===== src/rtl/partial_field_mover.sv =====
module partial_field_mover #(
  parameter int IMM_W = 18
) (
  input  logic             clk,
  input  logic             rst_n,
  input  logic             strobe_i,
  input  logic             write_i,
  input  logic [3:0]       code_i,
  input  logic [35:0]      mem_word_i,
  input  logic [35:0]      reg_word_i,
  input  logic [IMM_W-1:0] imm_i,
  output logic             valid_o,
  output logic [35:0]      rd_data_o,
  output logic [35:0]      wr_word_o,
  output logic             illegal_o
);
  localparam int WORD_W  = 36;
  localparam int HALF_W  = WORD_W / 2;
  localparam int THIRD_W = WORD_W / 3;
  localparam int SIXTH_W = WORD_W / 6;
  localparam int PAD_W   = WORD_W - IMM_W;

  logic [5:0]        lo;
  logic [5:0]        wid;
  logic              sgn;
  logic [WORD_W-1:0] low_mask, field_mask, raw, ext, imm_ext, rd_next, wr_next;
  logic              top_bit, is_imm;

  always_comb begin
    lo  = '0;
    wid = 6'(WORD_W);
    sgn = 1'b0;
    case (code_i)
      4'd0:  begin lo = '0;             wid = 6'(WORD_W);  end
      4'd1:  begin lo = '0;             wid = 6'(HALF_W);  end
      4'd2:  begin lo = 6'(HALF_W);     wid = 6'(HALF_W);  end
      4'd3:  begin lo = '0;             wid = 6'(HALF_W);  sgn = 1'b1; end
      4'd4:  begin lo = 6'(HALF_W);     wid = 6'(HALF_W);  sgn = 1'b1; end
      4'd5:  begin lo = '0;             wid = 6'(THIRD_W); sgn = 1'b1; end
      4'd6:  begin lo = 6'(THIRD_W);    wid = 6'(THIRD_W); sgn = 1'b1; end
      4'd7:  begin lo = 6'(2*THIRD_W);  wid = 6'(THIRD_W); sgn = 1'b1; end
      4'd8:  begin lo = '0;             wid = 6'(SIXTH_W); end
      4'd9:  begin lo = 6'(SIXTH_W);    wid = 6'(SIXTH_W); end
      4'd10: begin lo = 6'(2*SIXTH_W);  wid = 6'(SIXTH_W); end
      4'd11: begin lo = 6'(3*SIXTH_W);  wid = 6'(SIXTH_W); end
      4'd12: begin lo = 6'(4*SIXTH_W);  wid = 6'(SIXTH_W); end
      4'd13: begin lo = 6'(5*SIXTH_W);  wid = 6'(SIXTH_W); end
      default: begin lo = '0;           wid = 6'(WORD_W);  end
    endcase
  end

  assign low_mask   = (WORD_W'(1) << wid) - WORD_W'(1);
  assign field_mask = low_mask << lo;
  assign raw        = (mem_word_i >> lo) & low_mask;
  assign top_bit    = |(raw & (low_mask ^ (low_mask >> 1)));
  assign ext        = (sgn && top_bit) ? (raw | ~low_mask) : raw;
  assign is_imm     = (code_i[3:1] == 3'b111);
  assign imm_ext    = code_i[0] ? {{PAD_W{imm_i[IMM_W-1]}}, imm_i} : {{PAD_W{1'b0}}, imm_i};
  assign rd_next    = is_imm ? imm_ext : ext;
  assign wr_next    = is_imm ? mem_word_i
                             : ((mem_word_i & ~field_mask) | ((reg_word_i << lo) & field_mask));

  always_ff @(posedge clk) begin
    if (!rst_n) begin
      valid_o   <= 1'b0;
      illegal_o <= 1'b0;
      rd_data_o <= '0;
      wr_word_o <= '0;
    end else begin
      valid_o <= strobe_i;
      if (strobe_i) begin
        illegal_o <= write_i && is_imm;
        if (write_i) wr_word_o <= wr_next;
        else         rd_data_o <= rd_next;
      end
    end
  end

  p_valid_one_cycle_r8: assert property (@(posedge clk) disable iff (!rst_n)
    strobe_i |=> valid_o);
  p_valid_quiet_r8: assert property (@(posedge clk) disable iff (!rst_n)
    !strobe_i |=> !valid_o);
  p_hold_r8: assert property (@(posedge clk) disable iff (!rst_n)
    !strobe_i |=> ($stable(rd_data_o) && $stable(wr_word_o) && $stable(illegal_o)));
  p_whole_read_r1: assert property (@(posedge clk) disable iff (!rst_n)
    (strobe_i && !write_i && code_i == 4'd0) |=> rd_data_o == $past(mem_word_i));
  p_half_unsigned_r2: assert property (@(posedge clk) disable iff (!rst_n)
    (strobe_i && !write_i && (code_i == 4'd1 || code_i == 4'd2)) |=> rd_data_o[35:18] == 18'd0);
  p_sixth_unsigned_r4: assert property (@(posedge clk) disable iff (!rst_n)
    (strobe_i && !write_i && code_i >= 4'd8 && code_i <= 4'd13) |=> rd_data_o[35:6] == 30'd0);
  p_third_sign_r3: assert property (@(posedge clk) disable iff (!rst_n)
    (strobe_i && !write_i && code_i == 4'd7) |=> rd_data_o[35:11] == {25{$past(mem_word_i[35])}});
  p_imm_zero_r5: assert property (@(posedge clk) disable iff (!rst_n)
    (strobe_i && !write_i && code_i == 4'd14) |=> rd_data_o == {{PAD_W{1'b0}}, $past(imm_i)});
  p_store_right_half_r6: assert property (@(posedge clk) disable iff (!rst_n)
    (strobe_i && write_i && code_i == 4'd1) |=>
      (wr_word_o[35:18] == $past(mem_word_i[35:18]) && wr_word_o[17:0] == $past(reg_word_i[17:0])));
  p_illegal_store_r7: assert property (@(posedge clk) disable iff (!rst_n)
    (strobe_i && write_i && code_i[3:1] == 3'b111) |=> (illegal_o && wr_word_o == $past(mem_word_i)));
  p_legal_clear_r7: assert property (@(posedge clk) disable iff (!rst_n)
    (strobe_i && !(write_i && code_i[3:1] == 3'b111)) |=> !illegal_o);
endmodule


===== config.mk =====
export PLATFORM = sky130hd
export DESIGN_NAME = partial_field_mover
export DESIGN_NICKNAME = d
export VERILOG_FILES = /design/src/rtl/partial_field_mover.sv
export SDC_FILE = /design/constraint.sdc
export NUM_CORES = 1
export LEC_CHECK = 0
export ABC_AREA = 1
export BUFFER_PORTS_ARGS = -buffer_cell sky130_fd_sc_hd__buf_2
export CAP_MARGIN = 15
export CORE_UTILIZATION = 40
export DETAILED_ROUTE_END_ITERATION = 8
export GPL_TIMING_DRIVEN = 0
export SKIP_LAST_GASP = 1
export SLEW_MARGIN = 20
export SYNTH_ARGS = -nofsm -noshare
export SYNTH_HDL_FRONTEND = slang
export SYNTH_SLANG_ARGS = --single-unit

===== constraint.sdc =====
create_clock -name clk -period 3.28 [get_ports clk]
set_clock_uncertainty 0.15 [all_clocks]
set_input_delay 0.328 -clock clk [delete_from_list [all_inputs] [get_ports clk]]
set_output_delay 0.328 -clock clk [all_outputs]
set_load 0.03 [all_outputs]

Word-level counts from Yosys, hierarchy flattened
Index checks and enable logic that the tools add are counted.
{"block": "word_totals", "wordCells": 52, "latchBits": 0, "output_inout_bits": 74, "mem_bits_ro": 0, "in_bits": 98, "ff_bits": 74, "memories": 0, "ram_bits": 0}
{"block": "classes", "div_mod_pow": 0, "n_mux": 7, "reduce_logical": 12, "n_addsub": 1, "n_bitwise": 10, "multipliers": 0, "order_cmp": 0, "n_eq_ne": 14, "shift": 4}
{"cell": "AND 36 bit", "count": 4}
{"cell": "two-way mux 36 bit", "count": 4}
{"cell": "NOT 36 bit", "count": 2}
{"cell": "bitwise OR 36 bit", "count": 2}
{"cell": "left shift 36 x 6 -> 36 bit", "count": 2}
{"cell": "OR reduction 36 bit", "count": 1}
{"cell": "left shift 1 x 6 -> 36 bit, first input constant", "count": 1}
{"cell": ">> shifter 36 x 6 -> 36 bit", "count": 1}
{"cell": "subtractor 36 x 2 -> 36 bit, second input constant", "count": 1}
{"cell": "bitwise XOR 36 x 35 -> 36 bit", "count": 1}
{"cell": "case mux 5 bit (5 select lines)", "count": 1}
{"cell": "== test 4 bit, second input constant", "count": 6}
{"cell": "case mux 6 bit (3 select lines)", "count": 1}
{"cell": "== test 4 x 3 -> 1 bit, second input constant", "count": 4}
{"cell": "== test 4 x 2 -> 1 bit, second input constant", "count": 2}
{"cell": "OR reduction 3 bit", "count": 2}
{"cell": "OR reduction 6 bit", "count": 1}
{"cell": "OR reduction 5 bit", "count": 1}
{"cell": "== test 4 x 1 -> 1 bit, second input constant", "count": 1}
{"cell": "AND reduction 2 bit", "count": 2}
{"cell": "OR reduction 2 bit", "count": 2}
{"cell": "OR reduction 4 bit", "count": 1}
{"cell": "== test 3 bit, second input constant", "count": 1}
{"cell": "logical AND 1 bit", "count": 2}
{"cell": "2 further kinds", "count": 2}

Depth between registers and ports, before layout
Gate-level depths: netlist (run 1).
{"block": "depth", "depth_word": 11, "ltp_mapped": 22, "depth_no_buf": 19}

Worst setup path before layout (run 1)
OpenSTA, ideal clock, no wires.
{"block": "synth_timing", "kind": "input port to flip-flop", "start": "in code_i[0]", "end": "reg rd_data_o[18]", "cell_stages": 21, "arrival_ns": 2.226, "setup_ns": 0.137, "required_ns": 2.993, "n_path_buf": 3, "path_slack_ns": 0.768, "cell_sequence": "buf_2 > inv_1 > nand2_1 > inv_1 > nand3_2 > inv_2 > nor2_8 > inv_2 > buf_4 > nand3_1 > nand3_1 > nand3_1 > nand3_1 > nand2_1 > nor2_2 > nand3_2 > nand2_4 > buf_6 > nand2_1 > nand2_1 > a21oi_1"}
{"block": "synth_between", "elab_chain_cells": 11, "elab_cells_between_ends": 36, "cone_classes": "add/sub (1); eq/ne (13); shift (2); mux (6); bitwise (5); reduce/logical (9)"}
{"item": "from (decl)", "line_no": "8", "rtl": "input logic [3:0] code_i,"}
{"item": "== test 4 bit, or another cell as far along", "line_no": "33", "rtl": "case (code_i)"}
{"item": "OR reduction 6 bit (no source line), or another cell as far along"}
{"item": "case mux 6 bit (3 select lines)", "line_no": "33"}
{"item": "left shift 1 x 6 -> 36 bit", "line_no": "52", "rtl": "assign low_mask = (WORD_W'(1) << wid) - WORD_W'(1);"}
{"item": "subtractor 36 x 2 -> 36 bit", "line_no": "52"}
{"item": "AND 36 bit / bitwise XOR 36 x 35 -> 36 bit (equally long branches)", "line_no": "54, 55"}
{"item": "AND 36 bit", "line_no": "55", "rtl": "assign top_bit = |(raw & (low_mask ^ (low_mask >> 1)));"}
{"item": "OR reduction 36 bit", "line_no": "55"}
{"item": "logical AND 1 bit", "line_no": "56", "rtl": "assign ext = (sgn && top_bit) ? (raw | ~low_mask) : raw;"}
{"item": "two-way mux 36 bit", "line_no": "56"}
{"item": "two-way mux 36 bit (*)", "line_no": "59", "rtl": "assign rd_next = is_imm ? imm_ext : ext;"}
{"item": "to (signal assigned)", "line_no": "74", "rtl": "else rd_data_o <= rd_next;"}
{"item": "to (decl)", "line_no": "13", "rtl": "output logic [35:0] rd_data_o,"}
Mark *: on every way between the ends. The rest lies on a longest branch, timed or not.
A chain may end at the register's enable or synchronous reset.

Final worst setup path (run 1)
{"block": "layout_timing", "start": "in code_i[0]", "end": "reg wr_word_o[21]"}
{"block": "layout_between", "elab_chain_cells": 10, "elab_cells_between_ends": 30, "cone_classes": "add/sub (1); eq/ne (13); shift (3); mux (3); bitwise (4); reduce/logical (6)"}
{"item": "== test 4 bit, or another cell as far along", "line_no": "33"}
{"item": "OR reduction 6 bit (no source line), or another cell as far along"}
{"item": "case mux 6 bit (3 select lines)", "line_no": "33"}
{"item": "left shift 1 x 6 -> 36 bit", "line_no": "52"}
{"item": "subtractor 36 x 2 -> 36 bit", "line_no": "52"}
{"item": "left shift 36 x 6 -> 36 bit", "line_no": "53", "rtl": "assign field_mask = low_mask << lo;"}
{"item": "NOT 36 bit", "line_no": "61", "rtl": ": ((mem_word_i & ~field_mask) | ((reg_word_i << lo) & field_mask));"}
{"item": "AND 36 bit", "line_no": "61"}
{"item": "bitwise OR 36 bit (*)", "line_no": "61"}
{"item": "two-way mux 36 bit (*)", "line_no": "60", "rtl": "assign wr_next = is_imm ? mem_word_i"}
{"item": "to (signal assigned)", "line_no": "73", "rtl": "if (write_i) wr_word_o <= wr_next;"}
{"item": "to (decl)", "line_no": "14", "rtl": "output logic [35:0] wr_word_o,"}
Marked as above.

==> results of run 1 <==
==> flip-flops by register name (all words and copies together), names as in the netlist <==
register	count
wr_word_o	36
rd_data_o	36
illegal_o	1
valid_o	1
==> what timing repair did <==
action	4_1_cts	5_1_grt
endpoints found under the setup margin	2	21
hold buffers	0	0
resized for setup	2	23
==> final cells by class <==
type	count	area (um2)
Fill cell	1772	7916
Multi-Input combinational cell	933	4529
Sequential cell	74	1481
Timing Repair Buffer	170	850.8
Buffer	85	425.4
Inverter	88	332.8
Tap cell	216	270.3
Clock buffer	10	229.0
Clock inverter	5	80.08
==> worst reg2reg max path, cell delays in order, from the launching register on <==
cell and delay [ps]:
dfxtp_1 320, o21ai_0 170, a21oi_1 70
==> cell usage after synthesis (2+ instances only) <==
cell / count / area [um2]
nor2_1: 63 / 236.5
a211oi_1: 3 / 22.52
nand3_1: 130 / 650.6
nor2_2: 3 / 18.77
a31oi_1: 9 / 56.30
buf_6: 4 / 45.04
nand2_2: 3 / 18.77
a21oi_1: 119 / 595.6
dfxtp_1: 74 / 1481
mux2i_1: 3 / 30.03
nor2_4: 2 / 22.52
o21ai_0: 144 / 720.7
ha_1: 2 / 25.02
buf_1: 9 / 33.78
nand4_1: 31 / 193.9
buf_2: 34 / 170.2
or2_2: 2 / 12.51
nor3_1: 3 / 15.01
inv_2: 10 / 37.54
o211ai_1: 34 / 255.2
conb_1: 2 / 7.510
o21bai_1: 2 / 15.01
nand3_2: 3 / 30.03
o221ai_1: 6 / 52.55
o21ai_2: 5 / 43.79
nand2_1: 337 / 1265
clkbuf_1: 33 / 123.9
inv_1: 77 / 289.0
o21ai_1: 10 / 50.05
a22oi_1: 4 / 30.03
buf_4: 5 / 37.54
==> final timing paths <==
check | from | slack (ps) | cells after the start | end
min reg2reg | wr_word_o[25] | 310 | 2 | wr_word_o[25]
min | strobe_i | 50 | 3 | valid_o
max | code_i[0] | 20 | 17 | wr_word_o[21]
max reg2reg | rd_data_o[28] | 2440 | 2 | rd_data_o[28]
==> power breakdown <==
| part | internal (mW) | leakage [nW] | switching, mW |
|---|---|---|---|
| clock | 0.660 | 0.145 | 0.392 |
| combinational | 0.452 | 3.28 | 1.21 |
| sequential | 0.962 | 0.606 | 0.0293 |
| total | 2.07 | 4.04 | 1.63 |
==> cell families (layout without fill, tap and decap cells) <==
kind of cell,after synthesis,after routing
compound gates,341,341
xor+xnor,1,1
simple gates,582,582
buf+inv,173,358
mux,3,3
other cells,2,4
fa+ha+maj,2,2
flops,74,74
==> per-layer routing <==
| metal | track usage, % | wire length, um | up-vias |
|---|---|---|---|
| met5 | 0 | 0 | - |
| met4 | 14.86 | 1165 | 0 |
| met3 | 14.24 | 5143 | 94 |
| met2 | 55.56 | 14160 | 673 |
| met1 | 56.19 | 14960 | 4443 |
| li1 | - | - | 4365 |
==> stage by stage <==
step | area, um2 | util, %
after CTS | 8145 | 50.54
after global placement | 7831 | 48.59
final | 8199 | 50.88
after global routing | 8199 | 50.88
after floorplan | 6710 | -
after detailed placement | 7831 | 48.59
==> results.cfg, run 1 <==
[outcome]
status = finished, final reports clean

[floorplan]
fp-row-count = 46
start_util_pct = 41.59
ios = 172
dieArea_um2 = 17280
core-area_um2 = 16120
die_h_um = 131.4
die_w_um = 131.4

[global_route]
grt_overflow = 0
grt_usage_pct = 40.16
grt_max_degree = 13
first_global_vias = 8608
grt_pass1_wl_mm = 52.16
antenna_found_initial = 0

[cts]
path_clk_slew_ps = 60
cts_buffers = 9
htree_num_levels = 3
clk_latency_ps = 340
clockBufferDepth = 2
clock-sinks = 74
cts_setup_buffers = 0
tritoncts = done
root_buffer = clkbuf_16

[setup_path]
path_class = input port to flip-flop
max_stage_delay_ps = 320
critPathRequiredTime_ps = 3350
critPathCaptureType = flip-flop
cpMaxStageDelayCell = o221ai_1
cp_cell_sequence = buf_2 -> inv_1 -> nand2_1 -> inv_1 -> nand3_2 -> inv_4 -> nor2_4 -> inv_2 -> buf_2 -> clkbuf_4 -> nand2_1 -> nand2_1 -> nand2_1 -> o21ai_0 -> o221ai_1 -> o211ai_1 -> a21oi_1
path_delay_family = buffers and inverters
startpoint_type = input port
critPathBufInv = 7
cp_max_fo = 10
cp_common_cell = nand2_1
worst_ep_arrival_time_ps = 3330

[synthesis]
synth_area_per_cell_um2 = 5.690
ys_seq_elements = 74
synth_compound_area_share_pct = 28.11
synth_warnings = 0
synth_top_family_by_area = simple AND/OR/NAND/NOR gates
synth_edf_count = 0
async_reset_ff_share_pct = 0
synth_seq_area_share_pct = 22.10
synthXorXnorAreaFrac_pct = 0.1307
synthAdderAreaFrac_pct = 0.3733
synthCells = 1178
synthSimpleGateAreaFrac_pct = 37.67
synth_flop_cell = dfxtp_1
synth_area_um2 = 6703
synth_cell_types = 43
synthMuxAreaShare_pct = 0.4480

[detailed_routing]
drt_iter0_drc = 1613
wl_per_cell_um = 22.41
drcViolationCount = 0
wirelength_mm = 35.43
dr.pass1.iters = 6
num_vias = 9575
ant_nets = 0
via_per_inst = 6.056

[sta]
worst_pin_slew_ps = 777.8
report.final.setup_viol = 0
holdWs_ps = 50.56
timing.final.ws_setup_ps = 18.59
finalHoldViolations = 0
period_share_pct = 99.43
setup_tns_ps = 0
period_needed_ps = 3261
clock.fmax_ghz = 0.3066
max_slew_margin_pct = 48.09
rsz0062_at_grt = yes
final_max_slew_viol_count = 0

[cells_and_area]
nNetsFinal = 1461
drive_gt1_share_pct = 19.85
area_growth_pct = 22.33
final_cell_mix = nand2_1, buf_2, o21ai_0
final_common_cell = nand2_1
stdcell_count = 1581
diodes = 0

[placed_design]
io_buffers = 170
dp_cells = 1566
place.detailed.hpwl_mm = 28.18
place_ws_ps = -457.4
gp_congestion = 1.074

[run]
max_cap_viol_count = 0

[pwr]
p_per_area_nw_per_um2 = 452.1
leakage_nw = 4.035
ir_drop_v = 0.0002522
power_mw = 3.707

[hold_path]
hold_path.class = input port to flip-flop
(Power assumes the default switching activity.)
==> inputs of run 2 (changes only) <==
- PLACE_DENSITY: default -> 0.68
- SETUP_SLACK_MARGIN: default -> 0.15
==> results.cfg, run 2 (same netlist as run 1, synthesis figures left out) <==
[setup_path]
path_class = input port to flip-flop
critPathRequiredTime_ps = 3400
startpoint_type = input port
ff2ff_path_depth = 2
worst_ep_arrival_time_ps = 3220
r2r-start = rd_data_o[30]
critPathCaptureType = flip-flop
cp_max_fo = 10
crit_start = code_i[0]

[floorplan]
fp-row-count = 46
start_util_pct = 41.59
core-area_um2 = 16120
die_h_um = 131.4
die_w_um = 131.4
dieArea_um2 = 17280
ios = 172

[cells_and_area]
final_common_cell = nand2_1
utilization_pct = 51.16
area_growth_pct = 23.02
drive_gt1_share_pct = 20.12
stdcell_count = 1583
nNetsFinal = 1462
diodes = 0
final_cell_mix = nand2_1, buf_2, o21ai_0
design_area_um2 = 8245
fillers = 1819
reg_top3 = rd_data_o x36, wr_word_o x36

[sta]
period_needed_ps = 3100
final_max_slew_viol_count = 0
rsz0062_at_grt = yes
finalHoldViolations = 0
clock.fmax_ghz = 0.3225
report.final.setup_viol = 0
worst_pin_slew_ps = 1090
max_slew_margin_pct = 27.10
period_share_pct = 94.53

[hold_path]
worstHoldStart = strobe_i
hold_depth = 3
hold_path.class = input port to flip-flop

[cts]
tritoncts = done
clk_latency_ps = 340
root_buffer = clkbuf_16
clockBufferDepth = 2
cts_buffers = 9
htree_num_levels = 3
hold_buffers = 0
clock-sinks = 74
path_clk_slew_ps = 60

[global_route]
antenna_found_initial = 1
busiest_layer = met1
use_met3_pct = 14.54
grt_overflow = 0
first_global_vias = 8579
grt_usage_pct = 40.81
grt_use_met1_pct = 57.27
grt_max_degree = 14
met2_usage_pct = 55.50
grt_pass1_wl_mm = 52.47

[placed_design]
io_buffers = 170
gp_congestion = 1.057
dp_cells = 1566
place.detailed.hpwl_mm = 28.72
postPlaceCellArea_um2 = 7831

[run]
max_cap_viol_count = 0

[detailed_routing]
via_per_inst = 6.057
drt_iter0_drc = 1489
drcViolationCount = 0
ant_nets = 0
dr.pass1.iters = 8
wl_per_cell_um = 22.74
wirelength_mm = 36.00
num_vias = 9588

[pwr]
p_per_area_nw_per_um2 = 454.7
leakage_nw = 4.056
ir_drop_v = 0.0002703

[outcome]
status = finished, final reports clean
==> run 2: per-layer routing <==
layer	part of all wire, %	vias up
met2	40	686
met5	0.033	-
met3	14	108
met1	42	4429
met4	3.8	2
li1	-	4363
==> run 2: path summary, 6_finish.rpt <==
| kind | endpoint | slack, ps |
|---|---|---|
| max reg2reg | rd_data_o[30] | 2440 |
| max | wr_word_o[31] | 180 |
| min | valid_o | 50 |
| min reg2reg | wr_word_o[7] | 310 |
==> run 2: cell type report <==
class | count | area [um2] | area share [%]
Buffer | 85 | 430.4 | 5.220
Clock buffer | 10 | 229.0 | 2.777
Clock inverter | 6 | 90.09 | 1.093
Inverter | 88 | 335.3 | 4.067
Multi-Input combinational cell | 933 | 4551 | 55.19
Sequential cell | 74 | 1481 | 17.97
Tap cell | 216 | 270.3 | 3.278
Timing Repair Buffer | 171 | 858.3 | 10.41
==> run 2: timing repair <==
item                                    CTS  global route
gates resized for setup                   8            28
pin swaps                                 0             2
endpoints found under the setup margin   13            41
setup buffers                             0             1
==> run 2: stage by stage <==
step           hold WS [ps]  power [mW]  setup slack, ps  setup TNS [ps]
2_1_floorplan         271.5       1.989            767.8               0
3_3_place_gp          300.2       2.569           -540.3           -7408
3_5_place_dp          303.9       2.562           -496.3           -6104
4_1_cts               53.23       3.646            121.9               0
5_1_grt               92.02       3.894            117.7               0
6_report              51.41       3.749            179.5               0
==> run 2: power breakdown <==
group | internal (mW) | total (mW) | leakage (nW) | switching (mW)
sequential | 0.962 | 0.990 | 0.606 | 0.0281
combinational | 0.458 | 1.68 | 3.30 | 1.22
clock | 0.669 | 1.08 | 0.153 | 0.412
total | 2.09 | 3.75 | 4.06 | 1.66
==> run 2: critical path: stages <==
cell and delay [ps]:
buf_2 150, inv_1 80, nand2_1 60, inv_1 90
nand3_4 170, inv_6 180, nor2_4 110, inv_2 170
buf_2 290, clkbuf_4 300, buf_2 320, o21ai_1 230
o211ai_1 240, o211ai_1 250, a21oi_1 200
==> inputs of run 3 (changes only) <==
- ABC_AREA: 1 -> default
- CORE_UTILIZATION: 40 -> 50
- PLACE_DENSITY: 0.68 -> 0.79
==> results.cfg, run 3 <==
[outcome]
status = finished with violations
violations = DRC

[placed_design]
gp_congestion = 1.090
dp_cells = 1465
place_ws_ps = -553.4
io_buffers = 160
place.detailed.hpwl_mm = 33.50

[synthesis]
synth.cells.most_frequent = nand2_1, mux2i_1, o21ai_0
synth_edf_count = 0
ys_seq_elements = 74
async_reset_ff_share_pct = 0
synthAdderAreaFrac_pct = 0.3144
synth_top_area_cell = dfxtp_1
yosys.area.top_type_share_pct = 18.61
synth_area_um2 = 7959
synthSimpleGateAreaFrac_pct = 20.31
synth_seq_area_share_pct = 18.61
synth_warnings = 0
synthCells = 1092
synthXorXnorAreaFrac_pct = 0.5345
synth_top_family_by_area = compound AO/OA/AOI/OAI gates
synth_area_per_cell_um2 = 7.288
synthMuxAreaShare_pct = 14.27
synth_cell_types = 98
synthTopCellsByArea = dfxtp_1, mux2i_1, nand2_1
synth_compound_area_share_pct = 37.20
synth.most_common_cell = nand2_1
synth_flop_cell = dfxtp_1

[pwr]
sw_frac_of_total_pct = 43.47
clkPwrFrac_pct = 28.6
p_seq_share_pct = 25.2
ir_drop_v = 0.0003240
intPower_mw = 2.216
leakage_nw = 4.100
combPwrFrac_pct = 46.2
power.switching_mw = 1.705
p_per_area_nw_per_um2 = 406.9

[setup_path]
r2r-start = rd_data_o[12]
endpoint = rd_data_o[13]
cp_max_fo = 10
cpMaxStageDelayCell = xor2_1
max_stage_delay_ps = 700
cp_common_cell = buf_6
critPathRequiredTime_ps = 3340
worst_ep_arrival_time_ps = 3290
crit_start = code_i[0]
r2r-end = rd_data_o[12]
cp_cell_sequence = buf_6 -> buf_6 -> xor2_1 -> nor2_1 -> nor2_4 -> clkbuf_1 -> o211ai_1 -> o211a_1 -> a21oi_1 -> a31oi_1
critPathCaptureType = flip-flop
r2r_setup_slack_ps = 1810
path_class = input port to flip-flop
startpoint_type = input port
ff2ff_path_depth = 6

[hold_path]
hold_path.class = input port to flip-flop

[sta]
setup_tns_ps = 0
final_max_slew_viol_count = 0
clock.fmax_ghz = 0.3096
finalHoldViolations = 0
report.final.setup_viol = 0
period_needed_ps = 3230
max_slew_margin_pct = 34.23
period_share_pct = 98.49
rsz0062_at_grt = yes
worst_pin_slew_ps = 986.6
timing.final.ws_setup_ps = 49.53
holdWs_ps = 129.4

[detailed_routing]
dr.pass1.iters = 9
drcViolationCount = 4
num_vias = 10900
ant_nets = 0
drt_iter0_drc = 2337
via_per_inst = 7.318
wl_per_cell_um = 29.55
wirelength_mm = 43.99

[cells_and_area]
final_cell_mix = buf_2, nand2_1, o21ai_0, mux2i_1, a21oi_1
final_common_cell = buf_2
multi_input_area_um2 = 5989
nNetsFinal = 1372
stdcell_count = 1489
drive_gt1_share_pct = 25.53
utilization_pct = 62.69
fillers = 1375
regArea_um2 = 1481
area_growth_pct = 21.07
reg_top3 = rd_data_o x36, wr_word_o x36

[floorplan]
fp-row-count = 45
start_util_pct = 51.78
core-area_um2 = 15370
ios = 172
dieArea_um2 = 16430
die_w_um = 128.2
die_h_um = 128.2

[global_route]
antenna_found_initial = 1
first_global_vias = 9807
grt_usage_pct = 52.82
grt_max_degree = 15
grt_overflow = 0
grt_pass1_wl_mm = 63.38

[cts]
cts_buffers = 9
path_clk_slew_ps = 60
clk_latency_ps = 340
tritoncts = done
htree_num_levels = 3
root_buffer = clkbuf_16
clockBufferDepth = 2
clock-sinks = 74

[run]
max_cap_viol_count = 0
[run 3: cell count changes in the layout (fill, tap and decap cells not counted), moves of 30 or more]
cell | before | now
a21oi_1 | 119 | 77
inv_1 | 77 | 12
mux2i_1 | 3 | 78
nand2_1 | 337 | 128
nand3_1 | 129 | 35
nand4_1 | 31 | 1
o21ai_0 | 137 | 78
o22ai_1 | 0 | 40
[run 3: how the worst min path moves through the flow]
stage	startpoint	end	slack (ps)	cells after the start
after floorplan	strobe_i	valid_o	300	1
after global routing	strobe_i	valid_o	140	2
final	imm_i[5]	rd_data_o[5]	130	3
after detailed placement	wr_word_o[23]	wr_word_o[23]	320	2
after CTS	imm_i[5]	rd_data_o[5]	120	3
after global placement	wr_word_o[23]	wr_word_o[23]	300	2
[run 3: kinds of logic after synthesis]
| group | after synthesis |
|---|---|
| XOR/XNOR | 4 |
| buffers and inverters | 134 |
| AO/OA/AOI/OAI | 435 |
| multiplexers | 107 |
| AND/OR/NAND/NOR | 334 |
| other | 2 |
| flip-flops | 74 |
| adder cells (fa/ha/maj) | 2 |
[run 3: worst max-delay path, delay by kind of cell]
| kind | cells | cell delay [ps] |
|---|---|---|
| and+or+nand+nor | 2 | 570 |
| buffers and inverters | 3 | 810 |
| xor gates and xnor gates | 1 | 700 |
| AOI/OAI and AO/OA | 4 | 840 |
[run 3: metal layers]
metal	part of all wire (%)	vias up	GRT usage, %
li1	-	4483	-
met1	35	4974	65.17
met3	16	324	19.53
met4	9.0	0	35.50
met5	0	-	0.9288
met2	40	1115	76.25
[run 3: power groups by stage]
stage                     Sequential (mW)  Clock (mW)  Combinational, mW
after floorplan                      1.12           0              0.905
after global placement               1.01           0               1.60
after detailed placement             1.01           0               1.60
after CTS                           0.988        1.10               1.62
after global routing                0.994        1.14               1.84
final                               0.990        1.12               1.81
[run 3: metrics by stage]
stage,power [mW],instance area (um2)
3_5_place_dp,2.610,9031
4_1_cts,3.711,9404
2_1_floorplan,2.026,7966
5_1_grt,3.973,9633
3_3_place_gp,2.606,9031
6_report,3.921,9635
[run 3: final cells by class]
class	count	share of cell area, %
multi-input cells	886	62.16
diodes	1	0.02597
repair buffers	167	8.856
well taps	211	2.740
inverters	16	0.6233
plain buffers	118	6.843
clock inverters	7	1.039
clock buffers	9	2.337
flip-flops and latches	74	15.37
[run 3: timing repair]
action	CTS	global route
pin swaps	0	3
resized for setup	13	62
buffers inserted	0	7
endpoints found under the setup margin	46	55
hold buffers	0	0
